===== config.mk =====
export PLATFORM = sky130hd
export DESIGN_NAME = cart_bank_mapper
export DESIGN_NICKNAME = d
export VERILOG_FILES = /design/src/rtl/mapper_pkg.sv /design/src/rtl/serial_cfg_loader.sv /design/src/rtl/prg_bank_xlate.sv /design/src/rtl/chr_bank_xlate.sv /design/src/rtl/cart_bank_mapper.sv
export SDC_FILE = /design/constraint.sdc
export NUM_CORES = 1
export LEC_CHECK = 0
export BUFFER_PORTS_ARGS = -buffer_cell sky130_fd_sc_hd__buf_2
export CORE_MARGIN = 8
export CORE_UTILIZATION = 52
export DETAILED_ROUTE_END_ITERATION = 7
export GPL_TIMING_DRIVEN = 0
export PLACE_DENSITY = 0.89
export SYNTH_ARGS = -nofsm -noshare
export SYNTH_HDL_FRONTEND = slang
export SYNTH_HIERARCHICAL = 1
export SYNTH_SLANG_ARGS = --single-unit

===== constraint.sdc =====
create_clock -name clk -period 3.55 [get_ports clk]
set_input_delay 0.8875 -clock clk [delete_from_list [all_inputs] [get_ports clk]]
set_output_delay 0.8875 -clock clk [all_outputs]
set_load 0.02 [all_outputs]

===== src/rtl/mapper_pkg.sv =====
package mapper_pkg;
  localparam int LOAD_LEN = 5;
  localparam int CNT_W    = $clog2(LOAD_LEN);
  localparam logic [LOAD_LEN-1:0] CTRL_RESET = 5'h0C;

  typedef enum logic [1:0] {
    MIR_ONE_LO = 2'd0,
    MIR_ONE_HI = 2'd1,
    MIR_VERT   = 2'd2,
    MIR_HORIZ  = 2'd3
  } mirror_e;

  typedef enum logic [1:0] {
    SEL_CTRL = 2'd0,
    SEL_CHRA = 2'd1,
    SEL_CHRB = 2'd2,
    SEL_PRG  = 2'd3
  } reg_sel_e;

  typedef struct packed {
    logic [LOAD_LEN-1:0] ctrl;
    logic [LOAD_LEN-1:0] chr_a;
    logic [LOAD_LEN-1:0] chr_b;
    logic [LOAD_LEN-1:0] prg;
  } bank_regs_t;
endpackage


===== src/rtl/serial_cfg_loader.sv =====
module serial_cfg_loader
  import mapper_pkg::*;
(
  input  logic       clk,
  input  logic       rst,
  input  logic       cfg_wr,
  input  logic [1:0] cfg_sel,
  input  logic [7:0] cfg_data,
  output bank_regs_t regs
);
  logic [LOAD_LEN-2:0] shift_q;
  logic [CNT_W-1:0]    cnt_q;
  bank_regs_t          regs_q;
  logic                last_bit;
  logic [LOAD_LEN-1:0] commit_val;
  reg_sel_e            sel;

  assign last_bit   = (cnt_q == CNT_W'(LOAD_LEN - 1));
  assign commit_val = {cfg_data[0], shift_q};
  assign sel        = reg_sel_e'(cfg_sel);

  always_ff @(posedge clk) begin
    if (rst) begin
      shift_q      <= '0;
      cnt_q        <= '0;
      regs_q.ctrl  <= CTRL_RESET;
      regs_q.chr_a <= '0;
      regs_q.chr_b <= '0;
      regs_q.prg   <= '0;
    end else if (cfg_wr) begin
      if (cfg_data[7]) begin
        shift_q     <= '0;
        cnt_q       <= '0;
        regs_q.ctrl <= regs_q.ctrl | CTRL_RESET;
      end else if (last_bit) begin
        unique case (sel)
          SEL_CTRL: regs_q.ctrl  <= commit_val;
          SEL_CHRA: regs_q.chr_a <= commit_val;
          SEL_CHRB: regs_q.chr_b <= commit_val;
          SEL_PRG:  regs_q.prg   <= commit_val;
          default:  regs_q.prg   <= commit_val;
        endcase
        shift_q <= '0;
        cnt_q   <= '0;
      end else begin
        for (int i = 0; i < LOAD_LEN - 1; i++) begin
          if (cnt_q == CNT_W'(i)) shift_q[i] <= cfg_data[0];
        end
        cnt_q <= cnt_q + 1'b1;
      end
    end
  end

  assign regs = regs_q;

  // clear forces program mode 3 and restarts the count
  a_r1_clear_sets_mode: assert property (@(posedge clk) disable iff (rst)
    (cfg_wr && cfg_data[7]) |=> (regs_q.ctrl[3:2] == 2'b11) && (cnt_q == '0));

  // clear leaves bank registers alone
  a_r1_clear_keeps_banks: assert property (@(posedge clk) disable iff (rst)
    (cfg_wr && cfg_data[7]) |=> $stable(regs_q.chr_a) && $stable(regs_q.chr_b) && $stable(regs_q.prg));

  // partial loads never touch a register
  a_r2_partial_holds: assert property (@(posedge clk) disable iff (rst)
    (cfg_wr && !cfg_data[7] && !last_bit) |=> $stable(regs_q));

  // a commit restarts the count
  a_r2_commit_restarts: assert property (@(posedge clk) disable iff (rst)
    (cfg_wr && !cfg_data[7] && last_bit) |=> (cnt_q == '0));
endmodule


===== src/rtl/prg_bank_xlate.sv =====
module prg_bank_xlate
  import mapper_pkg::*;
#(
  parameter int PB = 5
) (
  input  logic          clk,
  input  logic          rst,
  input  logic [15:0]   cpu_addr,
  input  logic          cpu_rd,
  input  logic          cpu_wr,
  input  bank_regs_t    regs,
  output logic [13+PB:0] rom_addr,
  output logic          rom_re,
  output logic [12:0]   ram_addr,
  output logic          ram_sel,
  output logic          ram_we,
  output logic          pass
);
  localparam int AW = 14 + PB;
  localparam logic [31:0] HALF_MASK = (32'd1 << (PB - 1)) - 32'd1;

  logic [1:0]          mode;
  logic                hi_half;
  logic [LOAD_LEN-1:0] inner;
  logic                fixed_last;
  logic                outer_on;
  logic [31:0]         inner_w;
  logic [31:0]         half_base;
  logic [PB-1:0]       bank;
  logic                in_ram;
  logic                any_acc;

  assign mode    = regs.ctrl[3:2];
  assign hi_half = cpu_addr[14];

  always_comb begin
    fixed_last = 1'b0;
    inner      = '0;
    unique case (mode)
      2'd0, 2'd1: inner = {regs.prg[4:1], hi_half};
      2'd2:       inner = hi_half ? {1'b0, regs.prg[3:0]} : '0;
      default: begin
        inner      = {1'b0, regs.prg[3:0]};
        fixed_last = hi_half;
      end
    endcase
  end

  generate
    if (PB > 3) begin : g_outer
      assign outer_on = regs.prg[4];
    end else begin : g_flat
      assign outer_on = 1'b0;
    end
  endgenerate

  assign inner_w   = 32'(inner);
  assign half_base = 32'(regs.prg[3]) << (PB - 1);

  always_comb begin
    if (outer_on) begin
      bank = PB'(half_base | (fixed_last ? HALF_MASK : (inner_w & HALF_MASK)));
    end else begin
      bank = fixed_last ? '1 : PB'(inner_w);
    end
  end

  assign in_ram  = (cpu_addr[15:13] == 3'b011);
  assign any_acc = cpu_rd || cpu_wr;

  always_ff @(posedge clk) begin
    if (rst) begin
      rom_addr <= '0;
      rom_re   <= 1'b0;
      ram_addr <= '0;
      ram_sel  <= 1'b0;
      ram_we   <= 1'b0;
      pass     <= 1'b0;
    end else begin
      rom_addr <= {bank, cpu_addr[13:0]};
      rom_re   <= cpu_rd && cpu_addr[15];
      ram_addr <= cpu_addr[12:0];
      ram_sel  <= any_acc && in_ram;
      ram_we   <= cpu_wr && in_ram;
      pass     <= any_acc && (cpu_addr < 16'h6000);
    end
  end

  // without the outer half, the fixed window reads the very last bank
  a_r6_fixed_last: assert property (@(posedge clk) disable iff (rst)
    (cpu_rd && cpu_addr[15:14] == 2'b11 && regs.ctrl[3:2] == 2'b11 && !regs.prg[4])
    |=> (&rom_addr[AW-1:14]));

  // ROM reads are flagged one clock later
  a_r10_rom_strobe: assert property (@(posedge clk) disable iff (rst)
    (cpu_rd && cpu_addr[15]) |=> rom_re && !ram_sel && !pass);
endmodule


===== src/rtl/chr_bank_xlate.sv =====
module chr_bank_xlate
  import mapper_pkg::*;
#(
  parameter int CB = 4,
  parameter bit CHR_IS_RAM = 1'b1
) (
  input  logic           clk,
  input  logic           rst,
  input  logic [13:0]    ppu_addr,
  input  logic           ppu_wr,
  input  bank_regs_t     regs,
  output logic [11+CB:0] chr_addr,
  output logic           chr_we
);
  logic [31:0]   unit_w;
  logic [CB-1:0] bank4;

  always_comb begin
    if (!regs.ctrl[4]) begin
      unit_w = 32'({regs.chr_a[4:1], ppu_addr[12]});
    end else begin
      unit_w = 32'(ppu_addr[12] ? regs.chr_b : regs.chr_a);
    end
  end

  assign bank4 = CB'(unit_w);

  always_ff @(posedge clk) begin
    if (rst) begin
      chr_addr <= '0;
      chr_we   <= 1'b0;
    end else begin
      chr_addr <= {bank4, ppu_addr[11:0]};
      chr_we   <= CHR_IS_RAM && ppu_wr && !ppu_addr[13];
    end
  end

  // nothing above the pattern area is ever written
  a_r11_no_we_high: assert property (@(posedge clk) disable iff (rst)
    (ppu_wr && ppu_addr[13]) |=> !chr_we);

  // in split mode the upper window follows bank B
  a_r8_split_upper: assert property (@(posedge clk) disable iff (rst)
    (regs.ctrl[4] && ppu_addr[12] && $stable(regs.chr_b))
    |=> (chr_addr[11+CB:12] == CB'(32'($past(regs.chr_b)))));
endmodule


===== src/rtl/cart_bank_mapper.sv =====
module cart_bank_mapper
  import mapper_pkg::*;
#(
  parameter int PRG_BANK_BITS = 5,
  parameter int CHR_BANK_BITS = 4,
  parameter bit CHR_IS_RAM    = 1'b1
) (
  input  logic                       clk,
  input  logic                       rst,
  input  logic [15:0]                cpu_addr,
  input  logic [7:0]                 cpu_wdata,
  input  logic                       cpu_wr,
  input  logic                       cpu_rd,
  output logic [13+PRG_BANK_BITS:0]  prg_rom_addr,
  output logic                       prg_rom_re,
  output logic [12:0]                prg_ram_addr,
  output logic                       prg_ram_sel,
  output logic                       prg_ram_we,
  output logic                       cpu_pass,
  input  logic [13:0]                ppu_addr,
  input  logic                       ppu_wr,
  output logic [11+CHR_BANK_BITS:0]  chr_addr,
  output logic                       chr_ram_we,
  output logic [1:0]                 mirror_mode
);
  bank_regs_t regs;
  mirror_e    mir;
  logic       cfg_wr;

  assign cfg_wr = cpu_wr && cpu_addr[15];

  serial_cfg_loader u_loader (
    .clk      (clk),
    .rst      (rst),
    .cfg_wr   (cfg_wr),
    .cfg_sel  (cpu_addr[14:13]),
    .cfg_data (cpu_wdata),
    .regs     (regs)
  );

  prg_bank_xlate #(.PB(PRG_BANK_BITS)) u_prg (
    .clk      (clk),
    .rst      (rst),
    .cpu_addr (cpu_addr),
    .cpu_rd   (cpu_rd),
    .cpu_wr   (cpu_wr),
    .regs     (regs),
    .rom_addr (prg_rom_addr),
    .rom_re   (prg_rom_re),
    .ram_addr (prg_ram_addr),
    .ram_sel  (prg_ram_sel),
    .ram_we   (prg_ram_we),
    .pass     (cpu_pass)
  );

  chr_bank_xlate #(.CB(CHR_BANK_BITS), .CHR_IS_RAM(CHR_IS_RAM)) u_chr (
    .clk      (clk),
    .rst      (rst),
    .ppu_addr (ppu_addr),
    .ppu_wr   (ppu_wr),
    .regs     (regs),
    .chr_addr (chr_addr),
    .chr_we   (chr_ram_we)
  );

  assign mir         = mirror_e'(regs.ctrl[1:0]);
  assign mirror_mode = mir;

  // mirroring only moves on a control commit or a clear
  a_r9_mirror_hold: assert property (@(posedge clk) disable iff (rst)
    !cfg_wr |=> $stable(mirror_mode));
endmodule


==> key figures <==
Run status
  – Outcome: finished, final reports clean

Global route
  – First-pass GRT wire length: 10.4 mm
  – Largest net degree at the start of global routing: 23
  – Overall routing resource usage: 17.5%
  – Vias in the first global route: 2137
  – Gr ovfl total: 0
  – Initial antenna violation count: 0

Placed design
  – I/O Buffers: 91
  – Placed inst area: 3110 um2
  – # placed instances: 403
  – HPWL after DPL: 4.75 mm
  – GP Congestion: 0.811
  – Place WS: 1260 ps

STA
  – Clk_skew: 4.21 ps
  – Final worst slack: 1580 ps
  – Pins Over Slew Limit: 0
  – Peak Freq: 508 MHz
  – # setup viols final: 0
  – Crit share post-route: 55.4%
  – Relative slew slack: 64.2%
  – RSZ-0062 raised after global routing: no
  – Min cycle time layout: 1970 ps
  – Worst-Margin Slew: 537 ps
  – Setup TNS: 0 ps
  – Hold Fails Final Rpt: 0

Clock tree
  – Clk root buf: clkbuf_8
  – CTS tree: yes
  – Count of hold-fix buffers inserted at cts: 0
  – CTS resizes: 0
  – Worst skew pair latency: 320 ps
  – Clk buf depth: 2
  – CTS H-Tree Depth: 3
  – Number of CTS-inserted buffers: 9
  – Clk pin slew, worst setup/hold paths: 70 ps
  – Clk sinks: 65
  – Post-CTS setup buffers: 0

Final layout
  – Post-route cell area: 3300 um2
  – P&R area growth vs syn: 28.3%
  – Non-filler cells, final: 419
  – Antenna diodes: 0
  – Layout cell share with drive strength beyond 1: 38.1%
  – Most frequent cells in the layout: 93 x buf_2, 65 x dfxtp_1, 35 x nor2b_1, 27 x nand2b_1
  – Nets: 395
  – Most common cell after layout, fill and taps aside: buf_2

Drt
  – Vias per inst: 4.97
  – TritonRoute pass-1 iters: 5
  – Vias: 2082
  – DR iter-0 viols: 100
  – Wire per inst: 15.8 um
  – Drc violations: 0
  – Routed wire length: 6.60 mm
  – Antenna Nets Post-Route: 0

Yosys
  – Yosys warns: 6
  – Mapped Area: 2570 um2
  – Synth Instances: 245
  – Syn Nets: 293
  – Syn avg cell area: 10.5 um2

Setup path
  – Crit. End Element: flop
  – Critical path arrival: 2180 ps
  – Worst Path Required: 3760 ps
  – FF-to-FF path depth: 5
  – Crit-path max FO: 7
  – Type of origin of the critical path: input port
  – Critical path class: input port to flop

Floorplanning
  – Die height: 86.3 um
  – I/O pins: 98
  – Die Width: 86.3 um
  – CORE AREA: 4750 um2
  – Rows: 25
  – Die footprint: 7450 um2
  – Initial Util: 54.1%

Run
  – Maxcap violations: 0

Min path
  – Tightest Hold Check Type: flop to flop
  – Hold depth: 2

Power
  – Peak VDD IR: 0.211 mV
  – Power per standard cell area: 461 nW/um2
  – Leak: 1.55 nW
-- worst paths after layout --
path	start	to	slack, ps
max	cpu_addr[15]	u_loader/regs[18]	1580
min	u_loader/regs[4]	u_prg/rom_addr[18]	480
max reg2reg	u_loader/cnt_q[0]	u_loader/regs[18]	1790
min reg2reg	u_loader/regs[4]	u_prg/rom_addr[18]	480
-- layout make-up --
| class | instances | area (um2) |
|---|---|---|
| multi-input combinational | 152 | 1100 |
| fill | 358 | 1460 |
| timing repair buffer | 91 | 455 |
| inverter | 7 | 26.3 |
| clock inverter | 3 | 40.0 |
| clock buffer | 13 | 149 |
| tap | 67 | 83.8 |
| sequential | 65 | 1300 |
| buffer | 21 | 145 |
-- metrics by stage --
step	util, %	hold WS [ps]	power (W)
after floorplan	-	432	0.000867
after global placement	65.4	440	0.000930
after detailed placement	65.4	448	0.000936
after CTS	69.4	475	0.00154
after global routing	69.4	499	0.00158
final	69.4	479	0.00152
-- critical path, stage by stage --
cell and delay (ps):
buf_2 130, and2_1 290, nand4b_4 180, or3_4 390
o32a_1 300
-- where the power goes --
group / internal, W / switching, W
Combinational: 0.0000665 / 0.0000947
Sequential: 0.000752 / 0.00000806
Clock: 0.000342 / 0.000256
-- metal layers --
metal	vias up	share of wire [%]	wire (um)	GRT usage, %
met5	-	0	0	0
met4	0	1.5	97	7.36
met3	8	8.5	560	6.33
met2	103	48	3150	30.3
met1	942	42	2800	18.9
li1	1029	-	-	-
-- flip-flops by register name, summed over array words and instances (netlist names), 3 cells and up --
name	cells
u_chr/chr_addr	16
u_loader/cnt_q	3
u_loader/shift_q	4
u_prg/rom_addr	19
u_loader/regs	18
No activity file was read; power rests on OpenSTA's default activity.
